## src/rtl/uart_xreg_pkg.sv

```systemverilog
// Package: shared address map and widths for the enhanced register unit.
// Assumes a 3-bit register address space as in a 16550-style UART.
package uart_xreg_pkg;
    localparam logic [2:0] A_TRGCNT = 3'd0;   // bank: trigger write / count read
    localparam logic [2:0] A_FEAT   = 3'd1;   // bank: feature control
    localparam logic [2:0] A_LINE   = 3'd3;   // line control
    localparam logic [2:0] A_SCR    = 3'd7;   // scratch / count / enhanced mode
    localparam logic [7:0] BANK_KEY = 8'hBF;  // line value that opens the bank

    // Feature control bit positions used by the decoder
    localparam int F_SCR_SWAP = 6;
    localparam int F_TX_SEL   = 7;
endpackage

```

## src/rtl/uart_xreg_regs.sv

```systemverilog
// Module: register storage for line, scratch, feature control, enhanced
// mode and both trigger levels. Applies bank gating on writes.
// Assumes bus_wr is a one-cycle strobe and never overlaps a read.
module uart_xreg_regs
    import uart_xreg_pkg::*;
#(
    parameter int TRIG_MAX  = 128,
    parameter int TRIG_INIT = 1
) (
    input  logic       clk,
    input  logic       rst_n,
    input  logic       wr,
    input  logic [2:0] addr,
    input  logic [7:0] wdata,
    output logic [7:0] line_q,
    output logic [7:0] scr_q,
    output logic [7:0] feat_q,
    output logic [7:0] emode_q,
    output logic [7:0] rx_trig_q,
    output logic [7:0] tx_trig_q,
    output logic       emode_wr
);
    localparam logic [7:0] TMAX  = 8'(TRIG_MAX);
    localparam logic [7:0] TINIT = 8'(TRIG_INIT);

    logic       bank_open;
    logic       scr_swap;
    logic [7:0] trig_val;

    // Decode write targets from the current bank and swap state
    always_comb begin
        bank_open = (line_q == BANK_KEY);
        scr_swap  = feat_q[F_SCR_SWAP];
        emode_wr  = wr && (addr == A_SCR) && scr_swap && bank_open;
        trig_val  = (wdata > TMAX) ? TMAX : wdata;
    end

    // Update the control bytes on accepted writes
    always_ff @(posedge clk) begin
        if (!rst_n) begin
            line_q  <= '0;
            scr_q   <= '0;
            feat_q  <= '0;
            emode_q <= '0;
        end else if (wr) begin
            if (addr == A_LINE)
                line_q <= wdata;
            if (addr == A_FEAT && bank_open)
                feat_q <= wdata;
            if (addr == A_SCR && !scr_swap)
                scr_q <= wdata;
            if (emode_wr)
                emode_q <= wdata;
        end
    end

    // Load the trigger level chosen by feature bit 7, saturated
    always_ff @(posedge clk) begin
        if (!rst_n) begin
            rx_trig_q <= TINIT;
            tx_trig_q <= TINIT;
        end else if (wr && addr == A_TRGCNT && bank_open) begin
            if (feat_q[F_TX_SEL])
                tx_trig_q <= trig_val;
            else
                rx_trig_q <= trig_val;
        end
    end


    closed_bank_feat_chk: assert property (@(posedge clk) disable iff (!rst_n)
        (wr && addr == A_FEAT && line_q != BANK_KEY) |=> $stable(feat_q));

    trig_limit_chk: assert property (@(posedge clk) disable iff (!rst_n)
        (rx_trig_q <= TMAX) && (tx_trig_q <= TMAX));

    trig_hold_chk: assert property (@(posedge clk) disable iff (!rst_n)
        !wr |=> ($stable(rx_trig_q) && $stable(tx_trig_q)));

    closed_bank_emode_chk: assert property (@(posedge clk) disable iff (!rst_n)
        (wr && addr == A_SCR && line_q != BANK_KEY) |=> $stable(emode_q));
endmodule

```

## src/rtl/uart_xreg_alt.sv

```systemverilog
// Module: receive/transmit alternation flag for scratch count reads.
// Assumes adv and clr are single-cycle qualified strobes; clr wins.
module uart_xreg_alt (
    input  logic clk,
    input  logic rst_n,
    input  logic adv,
    input  logic clr,
    output logic alt_tx
);
    // Flip on each counted read, return to receive on mode write
    always_ff @(posedge clk) begin
        if (!rst_n)
            alt_tx <= 1'b0;
        else if (clr)
            alt_tx <= 1'b0;
        else if (adv)
            alt_tx <= ~alt_tx;
    end
endmodule

```

## src/rtl/uart_xreg_rdmux.sv

```systemverilog
// Module: read data steering for every address of the unit.
// Assumes count width leaves bit 7 free for the alternation flag.
module uart_xreg_rdmux
    import uart_xreg_pkg::*;
#(
    parameter int CNT_W = 7
) (
    input  logic             rd,
    input  logic [2:0]       addr,
    input  logic [7:0]       line_q,
    input  logic [7:0]       scr_q,
    input  logic [7:0]       feat_q,
    input  logic [7:0]       emode_q,
    input  logic             alt_tx,
    input  logic [CNT_W-1:0] rx_count,
    input  logic [CNT_W-1:0] tx_count,
    output logic [7:0]       rdata
);
    localparam int PAD = 8 - CNT_W;

    logic [7:0] rx_ext;
    logic [7:0] tx_ext;
    logic [7:0] scr_cnt;
    logic [7:0] alt_cnt;
    logic       bank_open;

    // Build the count forms the scratch and trigger addresses can return
    always_comb begin
        rx_ext    = {{PAD{1'b0}}, rx_count};
        tx_ext    = {{PAD{1'b0}}, tx_count};
        alt_cnt   = alt_tx ? {1'b1, tx_ext[6:0]} : {1'b0, rx_ext[6:0]};
        bank_open = (line_q == BANK_KEY);
        if (emode_q[1:0] == 2'b11)
            scr_cnt = alt_cnt;
        else
            scr_cnt = emode_q[0] ? tx_ext : rx_ext;
    end

    // Select the read value for the addressed register
    always_comb begin
        rdata = '0;
        if (rd) begin
            unique case (addr)
                A_TRGCNT: rdata = bank_open ? (feat_q[F_TX_SEL] ? tx_ext : rx_ext) : 8'h00;
                A_FEAT:   rdata = bank_open ? feat_q : 8'h00;
                A_LINE:   rdata = line_q;
                A_SCR:    rdata = feat_q[F_SCR_SWAP] ? scr_cnt : scr_q;
                default:  rdata = 8'h00;
            endcase
        end
    end
endmodule

```

## src/rtl/uart_xreg_unit.sv

```systemverilog
// Module: top of the UART enhanced register access unit. Ties storage,
// alternation flag and read steering together and exports trigger levels
// and the RTS hysteresis code. Assumes rd and wr never overlap.
module uart_xreg_unit
    import uart_xreg_pkg::*;
#(
    parameter int FIFO_DEPTH = 64,
    parameter int TRIG_MAX   = 128,
    parameter int TRIG_INIT  = 1,
    localparam int CNT_W     = $clog2(FIFO_DEPTH + 1)
) (
    input  logic             clk,
    input  logic             rst_n,
    input  logic [2:0]       bus_addr,
    input  logic             bus_rd,
    input  logic             bus_wr,
    input  logic [7:0]       bus_wdata,
    output logic [7:0]       bus_rdata,
    input  logic [CNT_W-1:0] rx_count,
    input  logic [CNT_W-1:0] tx_count,
    output logic [7:0]       rx_trig,
    output logic [7:0]       tx_trig,
    output logic [3:0]       hyst_code
);
    logic [7:0] line_q, scr_q, feat_q, emode_q;
    logic       emode_wr;
    logic       alt_tx;
    logic       alt_adv;

    uart_xreg_regs #(.TRIG_MAX(TRIG_MAX), .TRIG_INIT(TRIG_INIT)) u_regs (
        .clk(clk), .rst_n(rst_n), .wr(bus_wr), .addr(bus_addr), .wdata(bus_wdata),
        .line_q(line_q), .scr_q(scr_q), .feat_q(feat_q), .emode_q(emode_q),
        .rx_trig_q(rx_trig), .tx_trig_q(tx_trig), .emode_wr(emode_wr)
    );

    // Count an alternation step on each swapped scratch read in mode 11
    always_comb begin
        alt_adv = bus_rd && (bus_addr == A_SCR) && feat_q[F_SCR_SWAP]
                  && (emode_q[1:0] == 2'b11);
    end

    uart_xreg_alt u_alt (
        .clk(clk), .rst_n(rst_n), .adv(alt_adv), .clr(emode_wr), .alt_tx(alt_tx)
    );

    uart_xreg_rdmux #(.CNT_W(CNT_W)) u_rdmux (
        .rd(bus_rd), .addr(bus_addr), .line_q(line_q), .scr_q(scr_q),
        .feat_q(feat_q), .emode_q(emode_q), .alt_tx(alt_tx),
        .rx_count(rx_count), .tx_count(tx_count), .rdata(bus_rdata)
    );

    // Form the hysteresis code from its two fields
    always_comb begin
        hyst_code = {emode_q[5:4], feat_q[1:0]};
    end


    alt_restart_chk: assert property (@(posedge clk) disable iff (!rst_n)
        (bus_wr && bus_addr == A_SCR && feat_q[F_SCR_SWAP] && line_q == BANK_KEY) |=> !alt_tx);

    closed_bank_read_chk: assert property (@(posedge clk) disable iff (!rst_n)
        (bus_rd && bus_addr == A_TRGCNT && line_q != BANK_KEY) |-> (bus_rdata == 8'h00));

    hyst_hold_chk: assert property (@(posedge clk) disable iff (!rst_n)
        !bus_wr |=> $stable(hyst_code));

    alt_flag_chk: assert property (@(posedge clk) disable iff (!rst_n)
        (alt_adv && !bus_wr) |=> (alt_tx != $past(alt_tx)));
endmodule

```

## config.mk

```make
export PLATFORM = sky130hd
export DESIGN_NAME = uart_xreg_unit
export DESIGN_NICKNAME = d
export VERILOG_FILES = /design/src/rtl/uart_xreg_pkg.sv /design/src/rtl/uart_xreg_regs.sv /design/src/rtl/uart_xreg_alt.sv /design/src/rtl/uart_xreg_rdmux.sv /design/src/rtl/uart_xreg_unit.sv
export SDC_FILE = /design/constraint.sdc
export NUM_CORES = 1
export LEC_CHECK = 0
export BUFFER_PORTS_ARGS = -buffer_cell sky130_fd_sc_hd__buf_2
export CORE_ASPECT_RATIO = 1.75
export CORE_MARGIN = 4
export CORE_UTILIZATION = 47
export DETAILED_ROUTE_END_ITERATION = 8
export PLACE_DENSITY = 0.83
export SYNTH_ARGS = -nofsm -noshare
export SYNTH_HDL_FRONTEND = slang
export SYNTH_SLANG_ARGS = --single-unit
```

## constraint.sdc

```tcl
create_clock -name clk -period 3.5 [get_ports clk]
set_input_delay 0 -clock clk [delete_from_list [all_inputs] [get_ports clk]]
set_output_delay 0 -clock clk [all_outputs]
set_load 0.03 [all_outputs]
```

==> results of run 1 <==
path summary, 6_finish.rpt:
kind	start	endpoint	slack, ns
hold / removal	bus_wdata[0]	u_regs.line_q[0]$_SDFFE_PN0P_	0.004
setup reg to reg	u_regs.line_q[2]$_SDFFE_PN0P_	u_regs.rx_trig_q[0]$_SDFFE_PN1P_	1.54
setup / recovery	u_regs.line_q[2]$_SDFFE_PN0P_	bus_rdata[5]	1.38
hold reg to reg	u_regs.rx_trig_q[0]$_SDFFE_PN1P_	u_regs.rx_trig_q[0]$_SDFFE_PN1P_	0.49
where the power goes:
part           leakage [nW]  switching (mW)  internal, mW
Clock                0.0681           0.174         0.284
Combinational         0.620          0.0407        0.0310
Sequential            0.363         0.00292         0.515
metal layers:
metal | up-vias | wire (um) | GRT usage (%) | part of all wire [%]
met2 | 77 | 3100 | 33.5 | 52
li1 | 1027 | - | - | -
met5 | - | 0 | 0 | 0
met4 | 0 | 246 | 11.0 | 4.1
met1 | 969 | 2340 | 20.7 | 39
met3 | 21 | 337 | 3.27 | 5.6
sequential cells by signal (all words and copies together) (netlist names):
name,count
u_alt.alt_tx,1
u_regs.emode_q,4
u_regs.feat_q,8
u_regs.line_q,8
u_regs.rx_trig_q,8
u_regs.scr_q,8
u_regs.tx_trig_q,8
cell usage in the layout (no fill, tap or decap), types with 3 or more instances in the layout:
master,Yosys,layout
sky130_fd_sc_hd__and4_1,3,3
sky130_fd_sc_hd__dfxtp_1,45,45
sky130_fd_sc_hd__buf_2,1,56
sky130_fd_sc_hd__mux2i_1,36,36
sky130_fd_sc_hd__a211oi_1,7,7
sky130_fd_sc_hd__nand2_1,35,35
sky130_fd_sc_hd__and3_1,8,8
sky130_fd_sc_hd__a21boi_0,9,9
sky130_fd_sc_hd__inv_1,3,3
sky130_fd_sc_hd__mux2_2,6,6
sky130_fd_sc_hd__clkbuf_8,0,5
sky130_fd_sc_hd__nand4_1,11,11
sky130_fd_sc_hd__o211ai_1,6,6
sky130_fd_sc_hd__a21o_1,6,6
sky130_fd_sc_hd__o21ai_0,9,9
sky130_fd_sc_hd__nor2b_1,40,40
cells by family after synthesis:
| group | count (synthesis) |
|---|---|
| AND/OR/NAND/NOR | 113 |
| flip-flops | 45 |
| AO/OA/AOI/OAI | 42 |
| multiplexers | 42 |
| buffers and inverters | 23 |
| XOR/XNOR | 1 |
stage by stage:
stage / utilization (%) / std cells / setup WS (ns) / total power, mW / hold slack [ns]
final: 56.3 / 365 / 1.38 / 1.05 / 0.00384
after global routing: 56.3 / 365 / 1.17 / 1.08 / 0.0249
after CTS: 56.3 / 365 / 1.39 / 1.05 / 0.00144
after detailed placement: 53.4 / 356 / 1.55 / 0.600 / 0.316
after global placement: 53.4 / 356 / 1.55 / 0.599 / 0.302
after floorplan: - / 266 / 1.86 / 0.567 / 0.145
final cells by class:
type                       count  share of cell area, %
multi-input combinational    198                   49.9
sequential                    45                   32.1
timing repair buffer          57                   10.4
clock buffer                   5                   2.45
tap                           54                   2.41
clock inverter                 3                   2.32
inverter                       3                  0.402
worst min-delay path, delay by kind of cell:
family	cells	cell delay [ns]
AO/OA/AOI/OAI	1	0.06
buffers and inverters	1	0.13
AND/OR/NAND/NOR	1	0.06
==> run_results.csv, run 1 <==
group,metric,value,unit
cells_and_area,area_of_the_multi_input_gates,0.00140,mm2
setup_path,critical_path_class,"flip-flop to output port",
placed_design,detailed_place_hpwl,4470,um
sta,maxSlewViolCount,0,
synth,synth.cells.most_frequent,"sky130_fd_sc_hd__dfxtp_1 (45), sky130_fd_sc_hd__nor2b_1 (40), sky130_fd_sc_hd__mux2i_1 (36), sky130_fd_sc_hd__nand2_1 (35), sky130_fd_sc_hd__clkbuf_1 (14)",
setup_path,path_buf_inv,1,
route,dr_total_vias,2094,
route,detail_route.wl_per_cell,16.5,um
setup_path,timing.reg2reg.worst_path_depth,4,
cells_and_area,fin_area,0.00280,mm2
global_routing,grt_first_pass_wirelength,9580,um
cells_and_area,layout.area.seq,901,um2
run,max-cap-violations,0,
route,initialDrtViolationCount,64,
outcome,run_status,"completed",
setup_path,critical_path.slowest_cell,"sky130_fd_sc_hd__nor4_2",
synth,netlist_area,0.00241,mm2
power,p_leak,1.05,nW
cts,clk-insertion-delay-late,0.30,ns
placed_design,placement.cell_area,0.00266,mm2
synth,dominantRegCellSynth,"sky130_fd_sc_hd__dfxtp_1",
setup_path,cp-start-kind,"flip-flop",
sta,worst_pin_slew,0.788,ns
cts,clock_path_buffers,2,
sta,timing.final.hold_violations,0,
route,drtAntennaViolNets,0,
floorplan,design.core.area,0.00498,mm2
sta,max_freq,471,MHz
synth,ys.warnings.count,0,
global_routing,maximum_number_of_pins_on_one_net_before_global_route_repair,46,
setup_path,crit_family,"simple AND/OR/NAND/NOR gates",
synth,synth_xor_xnor_area_share,0.363,%
floorplan,initial_cell_density_of_the_core,48.4,%
synth,yosys-top-cells-area,"sky130_fd_sc_hd__dfxtp_1 (37%), sky130_fd_sc_hd__mux2i_1 (15%), sky130_fd_sc_hd__nor2b_1 (10%), sky130_fd_sc_hd__nand2_1 (5.4%), sky130_fd_sc_hd__nand4_1 (2.9%)",
cells_and_area,num_antenna_cells,0,
synth,ys_types,36,
worst_hold_path,holdPathStages,3,
setup_path,worstPathRequired,3.50,ns
synth,yosysSeqAreaShare,37.4,%
cells_and_area,fillerInstances,452,
worst_hold_path,hold_path.class,"input pin to flip-flop",
floorplan,fp-row-count,34,
power,power.density,373,mW/mm2
synth,post_synth_and_or_nand_nor_area_fraction,27.9,%
floorplan,die_h,103,um
cts,post_cts_setup_inserts,0,
setup_path,cp_num_cells,5,
synth,synthesis.area_per_instance,9.06,um2
cts,cts_tree,"done",
sta,timing.final.crit_share,60.7,%
synth,compound_gate_portion_of_the_synthesized_area,12.0,%
route,first_pass_iters,6,
cts,clock-root-buffer,"sky130_fd_sc_hd__clkbuf_8",
sta,post-route-min-period,2.12,ns
placed_design,gp_routability_congestion,0.815,
synth,muxShareOfSynthArea,17.7,%
cells_and_area,synthToLayoutAreaGrowth,16.3,%
synth,synth.most_common_cell,"sky130_fd_sc_hd__dfxtp_1",
global_routing,grt_antenna_before_repair,0,
cells_and_area,finish.net_count,339,
synth,main_combinational_cell_family_by_area_after_synthesis,"simple AND/OR/NAND/NOR gates",
floorplan,io-pin-count,57,
synth,synth-edff-count,0,
global_routing,grt-ovfl-total,0,
synth,mapped_nets,295,
power,power.ir.vdd_worst,0.000472,V
setup_path,critical_path.max_fanout,6,
setup_path,end_kind,"output port",
synth,synthAdderAreaFrac,0,%
cts,numCtsBuffers,5,
cts,cts_hold_buf,1,
setup_path,cp_cell_sequence,"nand4_1, nor4_2, nand2_1, o211ai_1, buf_2",
cts,clock_sinks,45,
sta,finalSetupTns,0,ns
cells_and_area,final_layout_size_suffix_gt1_share,23.8,%
synth,ys_seq_elements,45,
setup_path,worstPathArrival,2.12,ns
cts,post_cts_repair_resize_count,0,
synth,post-synth-top-area-cell,"sky130_fd_sc_hd__dfxtp_1",
sta,finClkSkew,0.00612,ns
synth,netlist_instances,266,
sta,setup_viol,0,
global_routing,globalRouteTotalUtil,18.8,%
floorplan,fp.dieArea,0.00638,mm2
route,wl,6030,um
cts,clk_pin_slew_worst_paths,0.09,ns
sta,rsz0062_at_grt,"false",
placed_design,io_buffer_count,56,
global_routing,number_of_global_route_vias_before_repair,2036,
floorplan,fp.dieW,62.1,um
cts,cts_htree_levels,2,
setup_path,cp_slowest_stage_delay,0.64,ns
sta,slew_headroom,47.1,%
synth,yosys.area.top_type_share,37.4,%
route,drc,0,
synth,async_flop_share,0,%
route,avg_vias_per_cell,5.74,
Power figures use the tool's default switching activity.
==> inputs of run 2 (changes only) <==
Settings changed: ABC_AREA set to 1, PLACE_DENSITY 0.83 to 0.86.
Clock period 3.5 ns to 1.89 ns, I/O delays scaled along.
==> run 2 against run 1 <==
Utilization rose by 0.14 points. Via count rose by 33%. Register-to-register slack got worse by 1.2 ns. Clock power rose by 52%. Clock skew rose by 0.0018 ns. Sequential power rose by 86%. Wire length rose by 21%. Hold slack improved by 0.0038 ns. Non-clock buffer count rose by 11. Count of clock-buffer cells in the layout did not move. Sequential cell count did not move. Critical endpoint is now bus_rdata[0].
==> run_results.csv, run 2 <==
group,metric,value,unit
setup_path,critical_path.max_fanout,8,
sta,finalWorstSetupSlack,0.141,ns
global_routing,globalRouteTotalUtil,22.4,%
cells_and_area,layout.area.seq,903,um2
route,avg_vias_per_cell,5.48,
cts,clk_pin_slew_worst_paths,0.08,ns
setup_path,end_kind,"output port",
placed_design,placement.cell_area,0.00282,mm2
cells_and_area,area_of_the_multi_input_gates,0.00142,mm2
setup_path,cp-start-kind,"flip-flop",
power,total_power,1.83,mW
sta,worst_hold_slack,0.00766,ns
sta,max_freq,572,MHz
sta,timing.final.hold_violations,0,
setup_path,path_common_cell,"sky130_fd_sc_hd__nand2_1",
floorplan,fp.dieW,63.4,um
global_routing,grt_first_pass_wirelength,11900,um
placed_design,detailed_place_hpwl,5620,um
placed_design,io_buffer_count,56,
synth,synth.cells.most_frequent,"sky130_fd_sc_hd__nand2_1 (117), sky130_fd_sc_hd__nor2_1 (84), sky130_fd_sc_hd__dfxtp_1 (45), sky130_fd_sc_hd__nand3_1 (43), sky130_fd_sc_hd__a21oi_1 (25)",
synth,ys_types,25,
setup_path,worstPathRequired,1.89,ns
sta,finalSetupTns,0,ns
cells_and_area,final-instance-count-excl-fill,510,
setup_path,critical_path.slowest_cell,"sky130_fd_sc_hd__dfxtp_1",
cells_and_area,final_common_cell,"sky130_fd_sc_hd__nand2_1",
sta,worst_pin_slew,0.394,ns
power,p_leak,1.44,nW
cts,post_cts_setup_inserts,0,
sta,maxSlewViolCount,0,
cells_and_area,fin_area,0.00297,mm2
route,drtAntennaViolNets,0,
route,dr_total_vias,2794,
synth,yosys-top-cells-area,"sky130_fd_sc_hd__dfxtp_1 (36%), sky130_fd_sc_hd__nand2_1 (17%), sky130_fd_sc_hd__nor2_1 (12%), sky130_fd_sc_hd__nand3_1 (8.5%), sky130_fd_sc_hd__a21oi_1 (5.0%)",
route,drc,0,
floorplan,initial_cell_density_of_the_core,48.0,%
route,initialDrtViolationCount,237,
cells_and_area,synthToLayoutAreaGrowth,17.6,%
sta,rsz0062_at_grt,"false",
route,wl,7300,um
synth,netlist_area,0.00252,mm2
placed_design,gp_routability_congestion,1.05,
synth,synth-edff-count,0,
sta,timing.final.crit_share,92.6,%
run,max-cap-violations,0,
cts,cts_htree_levels,2,
synth,async_flop_share,0,%
synth,synthesis.area_per_instance,6.28,um2
cells_and_area,num_antenna_cells,0,
floorplan,die_h,105,um
synth,mapped_nets,431,
synth,synth.most_common_cell,"sky130_fd_sc_hd__nand2_1",
setup_path,cp_slowest_stage_delay,0.35,ns
synth,yosys.area.top_type_share,35.7,%
cells_and_area,fillerInstances,498,
sta,setup_viol,0,
cts,clock_path_buffers,2,
placed_design,detailedPlace.worstSlack,0.379,ns
synth,ys_seq_elements,45,
cts,numCtsBuffers,5,
power,power.density,616,mW/mm2
floorplan,fp.dieArea,0.00665,mm2
setup_path,worstPathArrival,1.75,ns
global_routing,grt-ovfl-total,0,
setup_path,critical_path_class,"flip-flop to output port",
floorplan,design.core.area,0.00526,mm2
outcome,run_status,"completed",
synth,ys.warnings.count,0,
cells_and_area,finish.net_count,484,
global_routing,grt_antenna_before_repair,0,
synth,dominantRegCellSynth,"sky130_fd_sc_hd__dfxtp_1",
cts,cts_tree,"done",
route,first_pass_iters,5,
floorplan,io-pin-count,57,
synth,yosysSeqAreaShare,35.7,%
global_routing,number_of_global_route_vias_before_repair,2609,
cells_and_area,final_layout_size_suffix_gt1_share,20.2,%
cts,clk-insertion-delay-late,0.30,ns
setup_path,cp_cell_sequence,"inv_1, nand2_1, nand2_2, nand2_1, nand3_1, nand2_1, nand2_1, nor2_1, nor2_1, buf_2",
global_routing,maximum_number_of_pins_on_one_net_before_global_route_repair,28,
route,detail_route.wl_per_cell,14.3,um
cells_and_area,most_frequent_cells_in_the_layout,"sky130_fd_sc_hd__nand2_1 (116), sky130_fd_sc_hd__nor2_1 (84), sky130_fd_sc_hd__buf_2 (56), sky130_fd_sc_hd__nand3_1 (43), sky130_fd_sc_hd__dfxtp_1 (43)",
floorplan,fp-row-count,35,
cts,clock_sinks,45,
synth,netlist_instances,402,
placed_design,dp.cells,500,
sta,slew_headroom,73.7,%
worst_hold_path,hold_path.class,"input pin to flip-flop",
cts,clock-root-buffer,"sky130_fd_sc_hd__clkbuf_8",
sta,finClkSkew,0.00792,ns
cells_and_area,utilization,56.5,%
synth,post-synth-top-area-cell,"sky130_fd_sc_hd__dfxtp_1",
sta,post-route-min-period,1.75,ns
power,power.ir.vdd_worst,0.000877,V
## run 2: cell count changes in the layout (fill, tap and decap cells not counted), moves of 25 or more
cell | before | now
sky130_fd_sc_hd__nor2_1 | 2 | 84
sky130_fd_sc_hd__nand2_1 | 35 | 116
sky130_fd_sc_hd__mux2i_1 | 36 | 0
sky130_fd_sc_hd__nor2b_1 | 40 | 0
sky130_fd_sc_hd__a21oi_1 | 0 | 25
sky130_fd_sc_hd__nand3_1 | 1 | 43
## run 2: where the power goes
group | switching, mW | total [mW] | internal, mW
Clock | 0.309 | 0.693 | 0.384
Combinational | 0.113 | 0.171 | 0.0578
Sequential | 0.00644 | 0.963 | 0.957
## run 2: what timing repair did
item | CTS | global route
resized for setup | 0 | 5
endpoints found under the hold margin | 3 | 0
endpoints found under the setup margin | 0 | 7
hold buffers | 3 | 0
## run 2: logic make-up after synthesis
kind of cell	after synthesis	share of synthesized area, %
AOI/OAI and AO/OA	36	7.24
xor gates and xnor gates	1	0.347
buffers and inverters	45	8.18
DFF	45	35.7
and+or+nand+nor	275	48.5
## run 2: final timing paths
check | start | to | slack [ns] | cells after the start
hold reg to reg | u_regs.rx_trig_q[0]$_SDFFE_PN1P_ | u_regs.rx_trig_q[0]$_SDFFE_PN1P_ | 0.47 | 2
hold / removal | bus_wdata[6] | u_regs.scr_q[6]$_SDFFE_PN0P_ | 0.008 | 3
setup / recovery | u_alt.alt_tx$_SDFFE_PP0P_ | bus_rdata[0] | 0.14 | 10
setup reg to reg | u_regs.line_q[1]$_SDFFE_PN0P_ | u_regs.tx_trig_q[4]$_SDFFE_PN0P_ | 0.39 | 8
## run 2: layout make-up
| cell class | instances | area share [%] |
|---|---|---|
| inverters | 23 | 3.04 |
| clock buffers | 5 | 2.32 |
| repair buffers | 68 | 12.7 |
| multi-input cells | 312 | 48.0 |
| well taps | 55 | 2.32 |
| flip-flops and latches | 45 | 30.4 |
| clock inverters | 2 | 1.18 |
## run 2: critical path: cells and delay by family (launching register included)
family                 cells  cell delay [ns]
and+or+nand+nor            8             0.87
buffers and inverters      2             0.24
DFF                        1             0.35
## run 2: layer usage
layer	vias to the layer above	track usage, %	wire length (um)	part of all wire, %
met4	0	18.9	559	7.7
met1	1221	24.8	2690	37
met2	148	36.4	3510	48
met3	40	3.76	540	7.4
li1	1385	-	-	-
met5	-	0	0	0
==> inputs of run 3 (changes only) <==
Settings changed: BUFFER_PORTS_ARGS -buffer_cell sky130_fd_sc_hd__buf_2 to not set, DONT_BUFFER_PORTS set to 1, PLACE_DENSITY 0.86 to 0.76.
==> run 3 against run 2 <==
The run now ends with hold timing left. Final area down 4.1%. Fmax increased by 2.5%. First-iteration DRC count down 37%. Utilization fell by 2.3 points. Worst setup slack improved by 0.043 ns. Sequential cell count is the same. Total power fell by 6.5%. Clock skew increased by 0.00098 ns. Non-clock buffer count down 36. Critical endpoint is now bus_rdata[1].
==> run_results.csv, run 3 (synthesis gave the netlist of run 2 again) <==
group,metric,value,unit
outcome,run_status,"finished with violations",
outcome,violations,"hold timing",
worst_hold_path,whs_endpoint,"u_regs.scr_q[7]$_SDFFE_PN0P_",
cts,clock_sinks,45,
power,power.density,601,mW/mm2
route,first_pass_iters,4,
setup_path,critical_path.slowest_cell,"sky130_fd_sc_hd__dfxtp_1",
placed_design,placement.cell_area,0.00263,mm2
cells_and_area,final_layout_size_suffix_gt1_share,10.7,%
sta,worst_pin_slew,0.572,ns
sta,setup_viol,0,
sta,finalSetupTns,0,ns
sta,worst_hold_slack,-0.00198,ns
placed_design,gp_routability_congestion,0.920,
cells_and_area,utilization,54.1,%
cts,cts_tree,"done",
setup_path,cp_slowest_stage_delay,0.36,ns
global_routing,grt_first_pass_wirelength,11700,um
cells_and_area,finish.net_count,448,
setup_path,critical_path.max_fanout,14,
global_routing,globalRouteTotalUtil,22.1,%
cells_and_area,fin_area,0.00285,mm2
run,max-cap-violations,0,
placed_design,detailed_place_hpwl,5200,um
sta,max_freq,586,MHz
power,p_leak,1.27,nW
cts,cts_htree_levels,2,
setup_path,crit_family,"simple AND/OR/NAND/NOR gates",
worst_hold_path,timing.hold.worst.start,"bus_wdata[7]",
floorplan,fp.dieArea,0.00665,mm2
setup_path,worstPathRequired,1.89,ns
cts,clk_pin_slew_worst_paths,0.08,ns
floorplan,die_h,105,um
cts,clock-root-buffer,"sky130_fd_sc_hd__clkbuf_8",
setup_path,end_kind,"output port",
route,dr_total_vias,2558,
sta,maxSlewViolCount,0,
global_routing,maximum_number_of_pins_on_one_net_before_global_route_repair,39,
power,power.ir.vdd_worst,0.000594,V
sta,rsz0062_at_grt,"false",
global_routing,grt_antenna_before_repair,0,
route,drc,0,
cells_and_area,final_common_cell,"sky130_fd_sc_hd__nand2_1",
sta,finClkSkew,0.00890,ns
setup_path,r2r-start,"u_regs.line_q[4]$_SDFFE_PN0P_",
global_routing,grt-ovfl-total,0,
setup_path,cp-start-kind,"flip-flop",
floorplan,initial_cell_density_of_the_core,48.0,%
cells_and_area,num_antenna_cells,0,
setup_path,timing.reg2reg.worst_path_depth,8,
setup_path,cp_num_cells,8,
floorplan,fp.dieW,63.4,um
sta,post-route-min-period,1.71,ns
power,total_power,1.71,mW
route,drtAntennaViolNets,0,
sta,timing.final.crit_share,90.3,%
cells_and_area,synthToLayoutAreaGrowth,12.7,%
setup_path,path_buf_inv,2,
worst_hold_path,hold_path.class,"input pin to flip-flop",
route,detail_route.wl_per_cell,14.7,um
setup_path,reg2reg_setup_slack,0.44,ns
setup_path,cp_cell_sequence,"nand2_1, nor2_4, buf_4, nand4_1, nand2_1, nor2_1, nor2_1, buf_4",
floorplan,design.core.area,0.00526,mm2
floorplan,io-pin-count,57,
cts,clock_path_buffers,2,
sta,slew_headroom,61.7,%
route,avg_vias_per_cell,5.40,
floorplan,fp-row-count,35,
cells_and_area,most_frequent_cells_in_the_layout,"sky130_fd_sc_hd__nand2_1 (117), sky130_fd_sc_hd__nor2_1 (84), sky130_fd_sc_hd__dfxtp_1 (45), sky130_fd_sc_hd__nand3_1 (43), sky130_fd_sc_hd__a21oi_1 (25)",
route,wl,6980,um
setup_path,timing.rr.end,"u_regs.tx_trig_q[5]$_SDFFE_PN0P_",
global_routing,number_of_global_route_vias_before_repair,2514,
worst_hold_path,holdPathStages,2,
setup_path,critical_path_class,"flip-flop to output port",
setup_path,worstPathArrival,1.71,ns
route,initialDrtViolationCount,149,
cts,numCtsBuffers,5,
placed_design,io_buffer_count,0,
cts,clk-insertion-delay-late,0.30,ns
sta,timing.final.hold_violations,1,
## run 3: cell types whose count changed in the layout (fill, tap and decap cells not counted)
cell,previous run,this run
sky130_fd_sc_hd__buf_12,0,1
sky130_fd_sc_hd__buf_2,56,0
sky130_fd_sc_hd__buf_4,9,21
sky130_fd_sc_hd__bufinv_16,1,0
sky130_fd_sc_hd__clkbuf_8,5,6
sky130_fd_sc_hd__clkinv_1,1,2
sky130_fd_sc_hd__clkinv_2,1,0
sky130_fd_sc_hd__dfxtp_1,43,45
sky130_fd_sc_hd__dfxtp_2,2,0
sky130_fd_sc_hd__dlygate4sd3_1,3,10
sky130_fd_sc_hd__nand2_1,116,117
sky130_fd_sc_hd__nand2_2,3,2
## run 3: layer usage
| metal | wire (um) | vias to the layer above | GRT usage (%) |
|---|---|---|---|
| met5 | 0 | - | 0 |
| met2 | 3680 | 101 | 39.6 |
| met1 | 2420 | 1117 | 22.5 |
| met4 | 304 | 0 | 12.8 |
| li1 | - | 1314 | - |
| met3 | 570 | 26 | 5.59 |
## run 3: final cells by class
cell class | count | area [um2]
well taps | 55 | 68.8
multi-input cells | 312 | 1420
inverters | 23 | 86.3
flip-flops and latches | 45 | 901
clock inverters | 1 | 7.51
clock buffers | 6 | 82.6
fillers | 551 | 2410
repair buffers | 32 | 278
## run 3: metrics by stage
step | instances | worst slack (ns)
detailed placement | 456 | 0.485
finish | 474 | 0.183
global route | 474 | 0.0820
floorplan | 402 | 0.399
CTS | 474 | 0.147
global placement | 456 | 0.494
## run 3: how the worst max path moves through the flow
| stage | endpoint | from | slack (ns) |
|---|---|---|---|
| final | bus_rdata[1] | u_regs.line_q[4]$_SDFFE_PN0P_ | 0.18 |
| after global placement | u_regs.tx_trig_q[2]$_SDFFE_PN0P_ | u_regs.line_q[1]$_SDFFE_PN0P_ | 0.49 |
| after global routing | bus_rdata[3] | u_regs.feat_q[7]$_SDFFE_PN0P_ | 0.08 |
| after detailed placement | u_regs.rx_trig_q[2]$_SDFFE_PN0P_ | u_regs.line_q[5]$_SDFFE_PN0P_ | 0.48 |
| after floorplan | bus_rdata[7] | u_regs.line_q[1]$_SDFFE_PN0P_ | 0.40 |
| after CTS | bus_rdata[7] | u_regs.line_q[4]$_SDFFE_PN0P_ | 0.15 |
## run 3: report_power, final
| group | internal [mW] | total (mW) | switching (mW) |
|---|---|---|---|
| Combinational | 0.0521 | 0.143 | 0.0914 |
| Clock | 0.289 | 0.603 | 0.314 |
| Sequential | 0.957 | 0.963 | 0.00610 |
| Total | 1.30 | 1.71 | 0.411 |
## run 3: timing repair
| item | CTS | global route |
|---|---|---|
| endpoints found under the setup margin | 0 | 1 |
| endpoints found under the hold margin | 44 | 0 |
| setup buffers | 0 | 0 |
| gates resized for setup | 0 | 1 |
| hold buffers | 11 | 0 |
## run 3: worst register-to-register path: stages, from the launching register on
cell	delay, ns
sky130_fd_sc_hd__dfxtp_1	0.36
sky130_fd_sc_hd__nand2_1	0.09
sky130_fd_sc_hd__nor2_4	0.14
sky130_fd_sc_hd__nand2_4	0.10
sky130_fd_sc_hd__nor2_2	0.12
sky130_fd_sc_hd__buf_4	0.25
sky130_fd_sc_hd__nand2_4	0.10
sky130_fd_sc_hd__nor2_1	0.12
sky130_fd_sc_hd__nor2_1	0.05
